**src/rtl/llsc_mon_pkg.sv**
```systemverilog
package llsc_mon_pkg;

    typedef enum logic [2:0] {
        K_LOAD   = 3'd0,
        K_IFETCH = 3'd1,
        K_STORE  = 3'd2,
        K_RMW_RD = 3'd3,
        K_RMW_WR = 3'd4,
        K_LL     = 3'd5,
        K_SC     = 3'd6,
        K_SPARE  = 3'd7
    } cmp_kind_e;

    typedef enum logic {
        RP_IDLE = 1'b0,
        RP_SEND = 1'b1
    } reply_state_e;

    typedef struct packed {
        logic set_resv;
        logic cond_store;
        logic own_clear;
        logic q_block;
        logic q_unblock;
    } kind_ctl_t;

endpackage

```
**src/rtl/llsc_kind_decode.sv**
```systemverilog
module llsc_kind_decode
    import llsc_mon_pkg::*;
(
    input  logic [2:0] kind,
    output kind_ctl_t  ctl
);

    cmp_kind_e kind_e;

    always_comb begin
        kind_e = cmp_kind_e'(kind);
        ctl    = '0;
        unique case (kind_e)
            K_LL:     ctl.set_resv   = 1'b1;
            K_SC:     ctl.cond_store = 1'b1;
            K_STORE:  ctl.own_clear  = 1'b1;
            K_RMW_RD: begin
                ctl.own_clear = 1'b1;
                ctl.q_block   = 1'b1;
            end
            K_RMW_WR: begin
                ctl.own_clear = 1'b1;
                ctl.q_unblock = 1'b1;
            end
            K_LOAD, K_IFETCH, K_SPARE: ctl = '0;
        endcase
    end

endmodule

```
**src/rtl/llsc_resv_table.sv**
```systemverilog
module llsc_resv_table #(
    parameter int ENTRIES = 4,
    parameter int AW      = 26,
    parameter int IW      = 4
) (
    input  logic          clk,
    input  logic          rst_n,
    input  logic          op_valid,
    input  logic          set_req,
    input  logic          sc_req,
    input  logic          wclr_req,
    input  logic [AW-1:0] line,
    input  logic [IW-1:0] owner,
    output logic          held_by_owner
);

    localparam int RW = (ENTRIES > 1) ? $clog2(ENTRIES) : 1;
    localparam logic [RW-1:0] LAST_RANK = RW'(ENTRIES - 1);
    localparam logic [RW:0]   NEW_RANK  = (RW + 1)'(ENTRIES);

    logic [ENTRIES-1:0] vld_q;
    logic [AW-1:0]      line_q [ENTRIES];
    logic [IW-1:0]      own_q  [ENTRIES];
    logic [RW-1:0]      rank_q [ENTRIES];

    logic [ENTRIES-1:0] hit_vec;
    logic [ENTRIES-1:0] mine_vec;
    logic [ENTRIES-1:0] clr_vec;
    logic               table_full;

    genvar g;
    generate
        for (g = 0; g < ENTRIES; g++) begin : g_cmp
            assign hit_vec[g]  = vld_q[g] && (line_q[g] == line);
            assign mine_vec[g] = hit_vec[g] && (own_q[g] == owner);
        end
    endgenerate

    assign table_full    = &vld_q;
    assign held_by_owner = |mine_vec;
    assign clr_vec       = sc_req ? hit_vec : (wclr_req ? mine_vec : '0);

    logic          hit_any;
    logic [RW-1:0] hit_idx;
    logic [RW-1:0] free_idx;
    logic [RW-1:0] victim_idx;
    logic [RW-1:0] tgt_idx;
    logic [RW:0]   old_rank;
    logic          clr_any;
    logic [RW-1:0] clr_idx;
    logic [RW-1:0] clr_rank;

    always_comb begin
        hit_any    = 1'b0;
        hit_idx    = '0;
        free_idx   = '0;
        victim_idx = '0;
        clr_any    = 1'b0;
        clr_idx    = '0;
        for (int i = ENTRIES - 1; i >= 0; i--) begin
            if (hit_vec[i]) begin
                hit_any = 1'b1;
                hit_idx = RW'(i);
            end
            if (!vld_q[i]) begin
                free_idx = RW'(i);
            end
            if (vld_q[i] && (rank_q[i] == LAST_RANK)) begin
                victim_idx = RW'(i);
            end
            if (clr_vec[i]) begin
                clr_any = 1'b1;
                clr_idx = RW'(i);
            end
        end
        clr_rank = rank_q[clr_idx];
        if (hit_any) begin
            tgt_idx  = hit_idx;
            old_rank = {1'b0, rank_q[hit_idx]};
        end else if (!table_full) begin
            tgt_idx  = free_idx;
            old_rank = NEW_RANK;
        end else begin
            tgt_idx  = victim_idx;
            old_rank = {1'b0, LAST_RANK};
        end
    end

    always_ff @(posedge clk or negedge rst_n) begin
        if (!rst_n) begin
            vld_q <= '0;
            for (int i = 0; i < ENTRIES; i++) begin
                line_q[i] <= '0;
                own_q[i]  <= '0;
                rank_q[i] <= '0;
            end
        end else if (op_valid) begin
            if (set_req) begin
                for (int i = 0; i < ENTRIES; i++) begin
                    if (RW'(i) == tgt_idx) begin
                        vld_q[i]  <= 1'b1;
                        line_q[i] <= line;
                        own_q[i]  <= owner;
                        rank_q[i] <= '0;
                    end else if (vld_q[i] && ({1'b0, rank_q[i]} < old_rank)) begin
                        rank_q[i] <= rank_q[i] + 1'b1;
                    end
                end
            end else if (clr_any) begin
                for (int i = 0; i < ENTRIES; i++) begin
                    if (RW'(i) == clr_idx) begin
                        vld_q[i] <= 1'b0;
                    end else if (vld_q[i] && (rank_q[i] > clr_rank)) begin
                        rank_q[i] <= rank_q[i] - 1'b1;
                    end
                end
            end
        end
    end

endmodule

```
**src/rtl/llsc_reply_fsm.sv**
```systemverilog
module llsc_reply_fsm
    import llsc_mon_pkg::*;
#(
    parameter int AW = 26
) (
    input  logic          clk,
    input  logic          rst_n,
    input  logic          accept,
    input  logic          ok_in,
    input  logic          blk_in,
    input  logic          unblk_in,
    input  logic [AW-1:0] line_in,
    output logic          rsp_valid,
    output logic          rsp_ok,
    output logic          qblk_set,
    output logic          qblk_clr,
    output logic [AW-1:0] qblk_line
);

    reply_state_e state_q, state_d;
    logic          ok_q;
    logic          blk_q;
    logic          unblk_q;
    logic [AW-1:0] line_q;

    always_comb begin
        state_d = state_q;
        unique case (state_q)
            RP_IDLE: state_d = accept ? RP_SEND : RP_IDLE;
            RP_SEND: state_d = accept ? RP_SEND : RP_IDLE;
        endcase
    end

    always_ff @(posedge clk or negedge rst_n) begin
        if (!rst_n) begin
            state_q <= RP_IDLE;
        end else begin
            state_q <= state_d;
        end
    end

    always_ff @(posedge clk or negedge rst_n) begin
        if (!rst_n) begin
            ok_q    <= 1'b0;
            blk_q   <= 1'b0;
            unblk_q <= 1'b0;
            line_q  <= '0;
        end else if (accept) begin
            ok_q    <= ok_in;
            blk_q   <= blk_in;
            unblk_q <= unblk_in;
            line_q  <= line_in;
        end
    end

    always_comb begin
        rsp_valid = (state_q == RP_SEND);
        rsp_ok    = rsp_valid && ok_q;
        qblk_set  = rsp_valid && blk_q;
        qblk_clr  = rsp_valid && unblk_q;
        qblk_line = line_q;
    end

endmodule

```
**src/rtl/llsc_monitor.sv**
```systemverilog
module llsc_monitor
    import llsc_mon_pkg::*;
#(
    parameter int ENTRIES = 4,
    parameter int AW      = 26,
    parameter int IW      = 4
) (
    input  logic          clk,
    input  logic          rst_n,
    input  logic          cmp_valid,
    input  logic [2:0]    cmp_kind,
    input  logic [AW-1:0] cmp_line,
    input  logic [IW-1:0] cmp_owner,
    output logic          rsp_valid,
    output logic          rsp_ok,
    output logic          qblk_set,
    output logic          qblk_clr,
    output logic [AW-1:0] qblk_line
);

    kind_ctl_t ctl;
    logic      held;
    logic      ok_now;

    llsc_kind_decode u_dec (
        .kind (cmp_kind),
        .ctl  (ctl)
    );

    llsc_resv_table #(
        .ENTRIES (ENTRIES),
        .AW      (AW),
        .IW      (IW)
    ) u_tab (
        .clk           (clk),
        .rst_n         (rst_n),
        .op_valid      (cmp_valid),
        .set_req       (ctl.set_resv),
        .sc_req        (ctl.cond_store),
        .wclr_req      (ctl.own_clear),
        .line          (cmp_line),
        .owner         (cmp_owner),
        .held_by_owner (held)
    );

    // Only a conditional store can fail; every other kind reports success.
    assign ok_now = ctl.cond_store ? held : 1'b1;

    llsc_reply_fsm #(
        .AW (AW)
    ) u_rsp (
        .clk       (clk),
        .rst_n     (rst_n),
        .accept    (cmp_valid),
        .ok_in     (ok_now),
        .blk_in    (ctl.q_block),
        .unblk_in  (ctl.q_unblock),
        .line_in   (cmp_line),
        .rsp_valid (rsp_valid),
        .rsp_ok    (rsp_ok),
        .qblk_set  (qblk_set),
        .qblk_clr  (qblk_clr),
        .qblk_line (qblk_line)
    );

endmodule

```
**config.mk**
```make
export PLATFORM = sky130hd
export DESIGN_NAME = llsc_monitor
export DESIGN_NICKNAME = d
export VERILOG_FILES = /design/src/rtl/llsc_mon_pkg.sv /design/src/rtl/llsc_kind_decode.sv /design/src/rtl/llsc_resv_table.sv /design/src/rtl/llsc_reply_fsm.sv /design/src/rtl/llsc_monitor.sv
export SDC_FILE = /design/constraint.sdc
export NUM_CORES = 1
export LEC_CHECK = 0
export BUFFER_PORTS_ARGS = -buffer_cell sky130_fd_sc_hd__buf_2
export CAP_MARGIN = 5
export CORE_MARGIN = 2
export CORE_UTILIZATION = 26
export CTS_CLUSTER_SIZE = 10
export DETAILED_ROUTE_END_ITERATION = 7
export PLACE_DENSITY = 0.42
export SYNTH_ARGS = -nofsm -noshare
export SYNTH_HDL_FRONTEND = slang
export SYNTH_SLANG_ARGS = --single-unit
```
**constraint.sdc**
```tcl
create_clock -name clk -period 10.3 [get_ports clk]
set_input_delay 3.09 -clock clk [delete_from_list [all_inputs] [get_ports clk]]
set_output_delay 3.09 -clock clk [all_outputs]
set_load 0.01 [all_outputs]
```
Word level (Yosys, flattened, before mapping)
Index checks and enable logic that the tools add are counted.
{ "totals": {"regBits": 162, "word_cells": 196} }
{ "classes": {"reduce_logical": 49, "add_sub_neg": 8, "mux": 71, "n_bitwise": 2, "eq_ne": 35, "magnitude_cmp": 10} }
{ "op_table": {"columns": ["operator", "n"], "rows": [
  ["26-bit == test", 4],
  ["2-bit 2-to-1 mux", 38],
  ["1-bit logical AND", 23],
  ["1-bit 2-to-1 mux", 23],
  ["4-bit AND reduction", 5],
  ["5-bit AND reduction", 4],
  ["2-bit nonzero test", 9],
  ["4-bit == test", 4],
  ["4-bit 2-to-1 mux", 4],
  ["8-bit 2-to-1 mux", 2],
  ["2-bit by 3-bit < comparator with 1-bit output", 4],
  ["3-bit != test (second input constant)", 4],
  ["3-bit AND reduction", 4],
  ["3-bit == test (second input constant)", 3],
  ["2-bit by 1-bit adder with 2-bit output (second input constant)", 4],
  ["2-bit binary-select mux with 2-bit select", 2],
  ["2-bit == test (first input constant)", 4],
  ["2-bit == test (second input constant)", 4],
  ["2-bit > comparator", 4],
  ["2-bit by 1-bit != test with 1-bit output (second input constant)", 4],
  ["2-bit != test (second input constant)", 4],
  ["2-bit by 1-bit subtractor with 2-bit output (second input constant)", 4],
  ["3-bit by 2-bit == test with 1-bit output (second input constant)", 2],
  ["3-bit greater-or-equal comparator (second input constant)", 2],
  ["other kinds (6)", 10]
]} }

Logic depth before layout (Yosys ltp)
Gate-level depths: netlist of run 1.
{ "logic_depth": {"word_depth": 19, "mapped_depth": 16} }

Modules after synthesis
From an unflattened synthesis of run 1, not the netlist that was laid out.
{ "unflattened": {"cells_unflattened": 757, "area_unflattened_um2": 8918.6} }
{ "modules_own_cells": {"columns": ["module", "n_inst", "cells_each", "area_each_um2"], "rows": [
  ["llsc_resv_table", 1, 684, 7703.6],
  ["llsc_reply_fsm", 1, 65, 1161.1],
  ["llsc_kind_decode", 1, 7, 47.5],
  ["llsc_monitor", 1, 1, 6.3]
]} }

Least setup slack after synthesis of run 1
OpenSTA, ideal clock, no wires.
{ "synth_timing": {"kind": "in2reg", "startpoint": "input cmp_line[23]", "endpoint": "register u_tab.rank_q[0] (netlist name)", "required_ns": 10.175, "slack_ns": 4.120, "n_path_buf": 1, "arrival_ns": 6.055, "stages": 15, "path_cell_list": "buf_2 xor2_1 or2_2 nor4_2 nand2_1 nand3_1 o221ai_1 o211ai_1 o211ai_1 ha_1 or3_1 a211oi_1 o311ai_1 a21oi_1 mux2_2"} }
{ "synth_between": {"elab_chain_len": 17, "elab_cells_between_ends": 53, "classes_between": "order compare: 2; eq/ne: 8; mux: 28; bitwise: 2; reduce/logical: 13"} }
{ "synth_lines": {"columns": ["item", "line", "source"], "rows": [
  ["from (decl)", "llsc_monitor.sv:12", "input logic [AW-1:0] cmp_line,"],
  ["26-bit == test", "llsc_resv_table.sv:34", "assign hit_vec[g] = vld_q[g] && (line_q[g] == line);"],
  ["1-bit logical AND", "llsc_resv_table.sv:34", null],
  ["1-bit logical AND", "llsc_resv_table.sv:35", "assign mine_vec[g] = hit_vec[g] && (own_q[g] == owner);"],
  ["4-bit 2-to-1 mux (2 in a row)", "llsc_resv_table.sv:41", "assign clr_vec = sc_req ? hit_vec : (wclr_req ? mine_vec : '0);"],
  ["2-bit 2-to-1 mux (4 in a row)", "llsc_resv_table.sv:71", "if (clr_vec[i]) begin"],
  ["2-bit NOT with 3-bit output (not written as such)", "llsc_resv_table.sv:76", "clr_rank = rank_q[clr_idx];"],
  ["2-bit binary-select mux with 2-bit select", "llsc_resv_table.sv:76", null],
  ["2-bit 2-to-1 mux (not written as such) (2 in a row)", "llsc_resv_table.sv:76", null],
  ["2-bit > comparator", "llsc_resv_table.sv:113", "end else if (vld_q[i] && (rank_q[i] > clr_rank)) begin"],
  ["1-bit logical AND", "llsc_resv_table.sv:113", null],
  ["2-bit nonzero test (no line)", null, null],
  ["5-bit AND reduction (no line)", null, null],
  ["to (signal, indexed assignment)", "llsc_resv_table.sv:106", "rank_q[i] <= rank_q[i] + 1'b1;"],
  ["to (signal, indexed assignment)", "llsc_resv_table.sv:114", "rank_q[i] <= rank_q[i] - 1'b1;"],
  ["to (decl)", "llsc_resv_table.sv:24", "logic [RW-1:0] rank_q [ENTRIES];"]
]} }
Several ways; a longest one is shown, not always the timed one. The select of a mux whose other input is x is not followed.
A chain may end at the register's enable or synchronous reset.

Worst setup path in the final report of run 1
Ends and elaborated chain as after synthesis.

==> results of run 1 <==
## cells in the mapped netlist, types with 3 or more instances
cell,instances,area share (%)
and2_1,8,0.56
inv_1,13,0.55
dfrtp_1,162,46
o211ai_1,9,0.76
nor4_2,3,0.42
clkbuf_1,6,0.25
nand4_1,24,1.7
a21boi_0,3,0.25
or2_2,3,0.21
and4b_1,3,0.34
nor2_1,21,0.89
o21ai_0,12,0.67
nand2_1,29,1.2
ha_1,12,1.7
buf_2,39,2.2
xnor2_1,77,7.6
a41o_1,4,0.45
a31oi_1,3,0.21
xor2_1,41,4.0
o31ai_1,5,0.42
and4_1,6,0.59
and3_1,6,0.42
nand3b_1,3,0.25
buf_4,3,0.25
nor4_1,18,1.3
a21oi_1,18,1.0
mux2_2,149,19
nor3_1,5,0.28
nand3_1,14,0.79
mux2i_1,4,0.45
## metrics by stage
step	setup WS (ns)	hold slack [ns]	power, uW	cells	cell area [sq um]
floorplan	4.120	0.4728	1479	756	8905
global placement	3.170	0.4831	1703	1224	9595
detailed placement	3.193	0.4897	1710	1224	9595
CTS	3.655	0.5065	2445	1255	10250
global route	3.247	0.5127	2560	1255	10250
finish	3.660	0.5031	2404	1255	10250
## worst max-delay path, cell delays in order
cell and delay, ns:
buf_2 0.16, xor2_1 0.19, or2_2 0.32, nor4_2 0.56
nand2_1 0.35, nand3_1 0.17, o221ai_1 0.13, o211ai_1 0.11
o211ai_1 0.25, ha_1 0.28, or3_1 0.35, a211oi_1 0.20
o311ai_1 0.15, a21oi_1 0.26, mux2_2 0.36
## metal layers
metal	vias up	GRT usage, %	share of wire [%]
met5	-	0	0
met4	0	4.868	1.7
met3	18	2.002	2.2
met2	87	23.53	47
met1	3043	20.14	49
li1	2807	-	-
## cell families (layout without fill, tap and decap cells)
family / Yosys count / count (layout) / synth area share (%)
flops: 162 / 162 / 45.52
simple gates: 160 / 160 / 11.11
mux: 153 / 153 / 19.29
xor+xnor: 120 / 120 / 11.97
compound gates: 85 / 85 / 6.956
buf+inv: 64 / 115 / 3.457
fa+ha+maj: 12 / 12 / 1.686
## where the power goes
part / switching (uW) / internal (uW) / total, uW
logic: 348 / 343 / 691
clock network: 267 / 449 / 716
registers: 161 / 836 / 998
total: 776 / 1630 / 2400
## state kept, by name, summed over array words and instances (netlist names)
signal           flops
u_tab.line_q       104
u_rsp.qblk_line     26
u_tab.own_q         16
u_rsp.ok_q           1
u_rsp.rsp_valid      1
u_rsp.unblk_q        1
u_tab.vld_q          4
u_rsp.blk_q          1
u_tab.rank_q         8
## worst min path at each step
| stage | endpoint | slack (ns) |
|---|---|---|
| 6_report | u_rsp.qblk_line[13] | 0.50 |
| 5_1_grt | u_rsp.qblk_line[19] | 0.51 |
| 4_1_cts | u_rsp.qblk_line[12] | 0.51 |
| 3_5_place_dp | u_rsp.qblk_line[21] | 0.49 |
| 3_3_place_gp | u_rsp.qblk_line[22] | 0.48 |
| 2_1_floorplan | u_rsp.unblk_q | 0.47 |
## layout make-up
| type | count | area, sq um |
|---|---|---|
| clock buffer | 22 | 474.2 |
| clock inverter | 9 | 177.7 |
| fill | 3413 | 23370 |
| inverter | 13 | 48.80 |
| multi-input combinational | 530 | 4556 |
| sequential | 162 | 4054 |
| tap | 448 | 560.5 |
| timing repair buffer | 71 | 376.6 |
==> results.txt, run 1 <==
----------------------------------------------------
[Pwr]
  Power density over the cells ... 234.6 nW/um^2
  Static Leakage ... 0.004347 uW
  Peak supply drop ... 0.1154 mV

[Die]
  Die height ... 189.1 microns
  Effective utilization at floorplan ... 26.49%
  Die area ... 35,750 sq um
  IO Count ... 66
  Row count ... 67
  Die span in x ... 189.1 microns
  Core Box Area ... 33,620 sq um

[Synth]
  Number of instances in the synthesized netlist ... 756
  Commonest register cell after synthesis ... dfrtp_1
  Synth Warn # ... 0
  Sequential cell area fraction in the yosys report ... 45.52%
  Cell area after synthesis ... 8905 sq um
  Number of synthesized register bits ... 162
  Distinct cell type count of the synthesized netlist ... 69
  Mean post-synth cell area ... 11.78 sq um
  Total nets after synthesis ... 804
  Share of flip-flops with an asynchronous set or reset ... 100.0%
  Post-synth EDFFs ... 0

[Global routing]
  Remaining Overflow, GRT ... 0
  Global router's overall resource usage ... 14.60%
  Vias in the first global route ... 6,035
  Global-route wire length before repair ... 38.88 mm
  Number of antenna violations at the first check in global routing ... 0
  Pin count of the biggest net entering global routing ... 61

[CTS]
  Number of buffers inserted for hold repair after clock tree synthesis ... 0
  Clock Sinks ... 162
  TritonCTS buffer count ... 17
  Root buffer selected by CTS ... clkbuf_16
  Quantity of gates resized following cts ... 0
  Maximum level of the CTS H-tree ... 4
  Count of buffers added by post-CTS timing repair for setup ... 0
  CTS tree ... yes
  Insertion delay of the later-clocked pin in the worst-skew pair ... 0.44 ns
  CTS clock-pin slew for the worst setup and hold paths ... 0.07 ns
  Clk buf depth ... 2

[Finish]
  Most common cell after layout, fill and taps aside ... dfrtp_1
  Ratio of cells with drive above 1 in the final layout ... 33.46%
  Number of antenna cells inserted ... 0
  Final-stage net count ... 843
  Top library cells by usage in the layout, fill and taps aside ... dfrtp_1 (162), mux2_2 (149), xnor2_1 (77)
  Area grow syn2layout ... 15.08%
  Final core utilization ... 30.48%

[Timing]
  Shortest period the worst path allows ... 6.640 ns
  Worst Tran Pin Value ... 1.117 ns
  RSZ-0062 raised after global routing ... no
  Post-route clock skew ... 0.01315 ns
  Final setup vio count ... 0
  Share of the clock period used by the worst path ... 64.47%
  Achievable clock frequency ... 0.1506 GHz
  Final count of hold timing violations ... 0
  Final count of pins violating max slew ... 0
  Total negative slack for setup checks ... 0 ns
  Worst relative slew slack ... 25.34%

[Drt]
  Number of remaining DRC errors ... 0
  Via count of the routed design ... 5,955
  Routed WL per cell ... 19.79 microns
  Final Routed Wirelength ... 24.84 mm
  Drt first-iter violations ... 333
  Detailed-route vias per instance ... 4.745
  Number of detailed-route iterations in the first pass ... 5
  Antenna Violating Nets Remaining ... 0

[Setup path]
  Worst setup startpoint ... cmp_line[23]
  Data arrival time of the worst path ... 6.96 ns
  Critical setup path kind ... in -> reg
  Worst setup endpoint ... u_tab.rank_q[0]
  Endpoint of the worst register-to-register path ... u_tab.rank_q[0]
  Max Fanout on Critical Path ... 9
  Type of destination of the critical path ... flip-flop
  Data required time at the worst endpoint ... 10.62 ns
  Startpoint of the lowest-slack register-to-register path ... u_tab.line_q[49]
  Flop-to-flop setup slack ... 6.12 ns
  Worst R2R Path Depth ... 14
  Startpoint class of the critical path ... input port

[Placement]
  Placer Congestion ... 0.8565
  # port buffers ... 65
  HPWL after DPL ... 17.86 mm

[Min path]
  Path class of the lowest-slack min-delay path ... reg -> reg
  Hold path startpoint ... u_rsp.qblk_line[13]
  Number of cells traversed by the worst hold path ... 1

[Outcome]
  Result of the run ... finished, final reports clean

[Job]
  Max-cap viol count ... 0

----------------------------------------------------
Power figures use the tool's default switching activity.
==> run 2, diff against run 1 <==
==> constraint.sdc (replaced) <==
create_clock -name clk -period 6.4 [get_ports clk]
set_input_delay 1.92 -clock clk [delete_from_list [all_inputs] [get_ports clk]]
set_output_delay 1.92 -clock clk [all_outputs]
set_load 0.01 [all_outputs]
==> results.txt, run 2 (same netlist as run 1, synthesis figures left out) <==
----------------------------------------------------
[Timing]
  Worst relative slew slack ... 38.88% (+14 points)
  Final count of hold timing violations ... 0 (unchanged)
  Post-route worst hold slack ... 0.4986 ns (-0.004566 ns)
  Achievable clock frequency ... 0.1846 GHz
  RSZ-0062 raised after global routing ... no
  Total negative slack for setup checks ... 0 ns (unchanged)
  Worst Tran Pin Value ... 0.9169 ns (-0.2004 ns)
  Shortest period the worst path allows ... 5.419 ns
  Final setup vio count ... 0 (unchanged)
  Post-route clock skew ... 0.01396 ns (+0.0008118 ns)
  Share of the clock period used by the worst path ... 84.66%
  Final count of pins violating max slew ... 0 (unchanged)

[Outcome]
  Result of the run ... finished, final reports clean

[Global routing]
  Remaining Overflow, GRT ... 0 (unchanged)
  Number of antenna violations at the first check in global routing ... 0 (unchanged)
  Vias in the first global route ... 6,013 (-0.36%)
  Global router's overall resource usage ... 14.28% (-0.32 points)
  Global-route wire length before repair ... 38.29 mm (-1.5%)
  Pin count of the biggest net entering global routing ... 90 (+48%)

[Setup path]
  Data required time at the worst endpoint ... 6.72 ns (-3.90 ns)
  Worst setup startpoint ... cmp_line[0]
  Data arrival time of the worst path ... 5.74 ns (-1.22 ns)
  Series of cell instances along the critical path ... buf_2 > xnor2_1 > nand4_1 > nor4_1 > nand3_1 > and2_1 > nand2_1 > o211ai_1 > ha_1 > or3_1 > a211oi_1 > o311ai_1 > a21oi_1 > mux2_2
  Max Fanout on Critical Path ... 9 (unchanged)
  Type of destination of the critical path ... flip-flop
  Critical setup path kind ... in -> reg
  Startpoint class of the critical path ... input port
  Flop-to-flop setup slack ... 2.28 ns (-3.84 ns)
  Cell at the slowest stage of the critical path ... nor4_1
  Endpoint of the worst register-to-register path ... u_tab.rank_q[1]
  Worst R2R Path Depth ... 14 (unchanged)
  Delay of the slowest critical-path stage ... 0.39 ns (-0.17 ns)
  Startpoint of the lowest-slack register-to-register path ... u_tab.line_q[50]

[Finish]
  Largest register FFs ... 104 (unchanged)
  Final-stage net count ... 848 (+0.59%)
  Number of antenna cells inserted ... 0 (unchanged)
  Footprint of the multi-input gates ... 4556 sq um (unchanged)
  Number of fill cells in the layout ... 3,472 (+1.7%)
  Top library cells by usage in the layout, fill and taps aside ... dfrtp_1 (162), mux2_2 (149), xnor2_1 (77)
  Most common cell after layout, fill and taps aside ... dfrtp_1
  Area grow syn2layout ... 15.48%
  Ratio of cells with drive above 1 in the final layout ... 33.95% (+0.49 points)
  Largest register by flop count ... u_tab.line_q
  Sequential cell area ... 4054 sq um (unchanged)

[CTS]
  CTS tree ... yes
  Maximum level of the CTS H-tree ... 4 (unchanged)
  Quantity of gates resized following cts ... 0 (unchanged)
  Root buffer selected by CTS ... clkbuf_16
  Clk buf depth ... 2 (unchanged)
  TritonCTS buffer count ... 17 (unchanged)
  CTS clock-pin slew for the worst setup and hold paths ... 0.07 ns (about the same)
  Clock Sinks ... 162 (unchanged)
  Count of buffers added by post-CTS timing repair for setup ... 0 (unchanged)
  Number of buffers inserted for hold repair after clock tree synthesis ... 0 (unchanged)
  Insertion delay of the later-clocked pin in the worst-skew pair ... 0.43 ns (about the same)

[Min path]
  Number of cells traversed by the worst hold path ... 1 (unchanged)
  Hold-critical path endpoint ... u_rsp.qblk_line[24]
  Hold path startpoint ... u_rsp.qblk_line[24]
  Path class of the lowest-slack min-delay path ... reg -> reg

[Die]
  Die span in x ... 189.1 microns (unchanged)
  Row count ... 67 (unchanged)
  Effective utilization at floorplan ... 26.49% (unchanged)
  Core Box Area ... 33,620 sq um (unchanged)
  Die height ... 189.1 microns (unchanged)
  Die area ... 35,750 sq um (unchanged)
  IO Count ... 66 (unchanged)

[Pwr]
  Static Leakage ... 0.004358 uW (+0.26%)
  Peak supply drop ... 0.1575 mV (+36%)
  Power density over the cells ... 373.0 nW/um^2 (+59%)
  Final Total Pwr ... 3835 uW (+60%)

[Drt]
  Antenna Violating Nets Remaining ... 0 (unchanged)
  Via count of the routed design ... 6,017 (+1.0%)
  Drt first-iter violations ... 297 (-11%)
  Number of detailed-route iterations in the first pass ... 4 (-1)
  Final Routed Wirelength ... 24.70 mm (-0.58%)
  Routed WL per cell ... 19.59 microns (-1.0%)
  Number of remaining DRC errors ... 0 (unchanged)
  Detailed-route vias per instance ... 4.772 (+0.56%)

[Placement]
  Placer Congestion ... 0.8535 (-0.35%)
  HPWL after DPL ... 18.05 mm (+1.1%)
  # port buffers ... 65 (unchanged)

[Job]
  Max-cap viol count ... 0 (unchanged)

----------------------------------------------------
## run 2: per-stage QoR
stage	std cells	area (sq um)	utilization [%]	setup slack, ns
after floorplan	756	8905	-	1.390
after global placement	1229	9646	28.69	0.4705
after detailed placement	1229	9646	28.69	0.4855
after CTS	1261	10280	30.59	0.9479
after global routing	1261	10280	30.59	0.6179
final	1261	10280	30.59	0.9815
## run 2: power by group
part	internal, uW	leakage (uW)	switching [uW]	total [uW]
Clock	678	0.000300	440	1120
Combinational	554	0.00200	560	1110
Sequential	1350	0.00206	258	1600
Total	2580	0.00436	1260	3840
## run 2: critical path, delay by kind of cell
kind	cells	cell delay, ns
multiplexers	1	0.36
adder cells (fa/ha/maj)	1	0.28
AO/OA/AOI/OAI	4	0.86
AND/OR/NAND/NOR	6	1.75
XOR/XNOR	1	0.34
buffers and inverters	1	0.19
## run 2: final cells by class
class	instances	area share [%]
clock buffer	21	4.477
clock inverter	11	1.728
inverter	13	0.4745
multi-input combinational	530	44.30
sequential	162	39.42
tap	448	5.451
timing repair buffer	76	4.149
## run 2: worst max-delay path by stage
stage / cells after the start / endpoint / slack, ns
6_report: 14 / u_tab.rank_q[1] / 0.98
5_1_grt: 15 / u_tab.rank_q[1] / 0.62
4_1_cts: 15 / u_tab.rank_q[0] / 0.95
3_5_place_dp: 15 / u_tab.rank_q[1] / 0.49
3_3_place_gp: 15 / u_tab.rank_q[1] / 0.47
2_1_floorplan: 15 / u_tab.rank_q[0] / 1.39
## run 2: layer usage
layer	track usage [%]	share of wire (%)	up-vias
met3	2.169	2.9	13
met4	3.936	1.2	0
met1	19.47	48	3087
met2	23.53	48	96
li1	-	-	2821
met5	0	0	-
==> run 3, diff against run 2 <==
==> constraint.sdc (replaced) <==
create_clock -name clk -period 5.5 [get_ports clk]
set_input_delay 1.65 -clock clk [delete_from_list [all_inputs] [get_ports clk]]
set_output_delay 1.65 -clock clk [all_outputs]
set_load 0.01 [all_outputs]
==> results.txt, run 3 (same netlist as run 1, synthesis figures left out) <==
----------------------------------------------------
[Outcome]
  Result of the run ... finished, final reports clean

[Setup path]
  Data required time at the worst endpoint ... 5.83 ns (-0.89 ns)
  Max Fanout on Critical Path ... 8 (-1)
  Worst setup startpoint ... cmp_line[12]
  Most repeated library cell on the critical path ... nand2_1
  Critical setup path kind ... in -> reg
  Cell at the slowest stage of the critical path ... nor4b_4
  Worst R2R Path Depth ... 13 (-1)
  Worst setup endpoint ... u_tab.rank_q[1]
  Flop-to-flop setup slack ... 1.59 ns (-0.69 ns)
  Startpoint class of the critical path ... input port
  Delay of the slowest critical-path stage ... 0.48 ns (+0.09 ns)
  Data arrival time of the worst path ... 5.24 ns (-0.50 ns)
  Endpoint of the worst register-to-register path ... u_tab.rank_q[1]
  Startpoint of the lowest-slack register-to-register path ... u_tab.line_q[102]
  Series of cell instances along the critical path ... buf_2 > buf_4 > xnor2_1 > nand4_1 > nor4b_4 > nand2_1 > and3_1 > nand2_1 > o211ai_1 > ha_1 > or3_1 > a211oi_1 > o311ai_1 > a21oi_1 > mux2_2
  Type of destination of the critical path ... flip-flop

[Pwr]
  Peak supply drop ... 0.1868 mV (+19%)
  Switching Fraction ... 33.96% (+1.2 points)
  Static Leakage ... 0.004431 uW (+1.7%)
  Net Sw Power ... 1497 uW (+19%)
  Power density over the cells ... 425.1 nW/um^2 (+14%)
  Internal ... 2912 uW (+13%)
  Clk pwr share ... 28.0% (-1.1 points)
  Flop pwr share ... 42.2% (+0.4 points)
  Logic pwr share ... 29.7% (+0.7 points)

[CTS]
  Insertion delay of the later-clocked pin in the worst-skew pair ... 0.45 ns (+0.02 ns)
  Quantity of gates resized following cts ... 0 (unchanged)
  TritonCTS buffer count ... 17 (unchanged)
  Number of buffers inserted for hold repair after clock tree synthesis ... 0 (unchanged)
  Clock Sinks ... 162 (unchanged)
  CTS clock-pin slew for the worst setup and hold paths ... 0.07 ns (about the same)
  Root buffer selected by CTS ... clkbuf_16
  Clk buf depth ... 2 (unchanged)
  Count of buffers added by post-CTS timing repair for setup ... 0 (unchanged)
  CTS tree ... yes
  Maximum level of the CTS H-tree ... 4 (unchanged)

[Drt]
  Number of detailed-route iterations in the first pass ... 5 (+1)
  Via count of the routed design ... 6,081 (+1.1%)
  Antenna Violating Nets Remaining ... 0 (unchanged)
  Drt first-iter violations ... 294 (-1.0%)
  Number of remaining DRC errors ... 0 (unchanged)
  Final Routed Wirelength ... 25.66 mm (+3.9%)
  Routed WL per cell ... 20.10 microns (+2.6%)
  Detailed-route vias per instance ... 4.762 (-0.20%)

[Finish]
  Largest register FFs ... 104 (unchanged)
  Top library cells by usage in the layout, fill and taps aside ... dfrtp_1 (162), mux2_2 (149), xnor2_1 (77)
  Most common cell after layout, fill and taps aside ... dfrtp_1
  Non-Filler Cell Area, Final ... 10,370 sq um (+0.86%)
  Number of fill cells in the layout ... 3,452 (-0.58%)
  Ratio of cells with drive above 1 in the final layout ... 35.46% (+1.5 points)
  Largest register by flop count ... u_tab.line_q
  Number of antenna cells inserted ... 0 (unchanged)
  Final-stage net count ... 864 (+1.9%)
  Area grow syn2layout ... 16.48%

[Timing]
  Smallest setup slack after layout ... 0.5874 ns (-0.3940 ns)
  Worst relative slew slack ... 42.12% (+3.2 points)
  Worst Tran Pin Value ... 0.8573 ns (-0.05960 ns)
  Shortest period the worst path allows ... 4.913 ns
  RSZ-0062 raised after global routing ... no
  Final count of pins violating max slew ... 0 (unchanged)
  Achievable clock frequency ... 0.2036 GHz
  Post-route clock skew ... 0.01357 ns (-0.0003908 ns)
  Final count of hold timing violations ... 0 (unchanged)
  Share of the clock period used by the worst path ... 89.32%
  Total negative slack for setup checks ... 0 ns (unchanged)
  Post-route worst hold slack ... 0.5014 ns (+0.002821 ns)
  Final setup vio count ... 0 (unchanged)

[Die]
  Row count ... 67 (unchanged)
  Effective utilization at floorplan ... 26.49% (unchanged)
  Die area ... 35,750 sq um (unchanged)
  Die span in x ... 189.1 microns (unchanged)
  IO Count ... 66 (unchanged)
  Core Box Area ... 33,620 sq um (unchanged)
  Die height ... 189.1 microns (unchanged)

[Global routing]
  Pin count of the biggest net entering global routing ... 84 (-6.7%)
  Global-route wire length before repair ... 39.81 mm (+4.0%)
  Number of antenna violations at the first check in global routing ... 0 (unchanged)
  Remaining Overflow, GRT ... 0 (unchanged)
  Global router's overall resource usage ... 15.03% (+0.74 points)
  Vias in the first global route ... 6,288 (+4.6%)

[Placement]
  HPWL after DPL ... 18.67 mm (+3.4%)
  Placed inst area ... 9778 sq um (+1.4%)
  # port buffers ... 65 (unchanged)
  Placer Congestion ... 0.8575 (+0.47%)
  Placement-stage worst setup slack ... 0.1650 ns (-0.3205 ns)

[Job]
  Max-cap viol count ... 0 (unchanged)

[Min path]
  Path class of the lowest-slack min-delay path ... reg -> reg

----------------------------------------------------
run 3: metal layers:
metal,vias up,GRT usage (%),share of wire [%]
met5,-,0,0
li1,2860,-,-
met4,0,4.627,1.8
met2,118,24.29,47
met1,3069,20.25,47
met3,34,2.966,3.7
run 3: metrics by stage:
step	instances	utilization (%)	power [uW]
floorplan	756	-	2770
global placement	1245	29.09	3205
detailed placement	1245	29.09	3214
CTS	1277	30.86	4482
global route	1277	30.86	4694
finish	1277	30.86	4409
run 3: layout make-up:
class / instances / area [sq um] / share of cell area, %
timing repair buffer: 92 / 559.3 / 5.392
inverter: 13 / 48.80 / 0.4704
sequential: 162 / 4054 / 39.08
tap: 448 / 560.5 / 5.404
clock inverter: 15 / 168.9 / 1.628
multi-input combinational: 530 / 4556 / 43.92
clock buffer: 17 / 425.4 / 4.101
run 3: power groups by stage:
stage	clock, uW	sequential (uW)	combinational [uW]
floorplan	0	1810	962
global placement	0	1880	1330
detailed placement	0	1880	1330
CTS	1280	1860	1340
global route	1330	1910	1450
finish	1240	1860	1310
run 3: worst max-delay path, delay by kind of cell:
kind	cells	cell delay (ns)
AO/OA/AOI/OAI	4	0.77
XOR/XNOR	1	0.27
adder cells (fa/ha/maj)	1	0.25
buffers and inverters	2	0.27
multiplexers	1	0.36
AND/OR/NAND/NOR	6	1.65
run 3: worst min path at each step:
stage,from,endpoint,slack (ns),cells after the start
2_1_floorplan,u_rsp.unblk_q,u_rsp.unblk_q,0.47,1
3_3_place_gp,u_rsp.qblk_line[21],u_rsp.qblk_line[21],0.49,1
3_5_place_dp,u_rsp.qblk_line[5],u_rsp.qblk_line[5],0.49,1
4_1_cts,u_rsp.qblk_line[5],u_rsp.qblk_line[5],0.51,1
5_1_grt,u_rsp.qblk_line[18],u_rsp.qblk_line[18],0.52,1
6_report,u_rsp.qblk_line[5],u_rsp.qblk_line[5],0.50,1
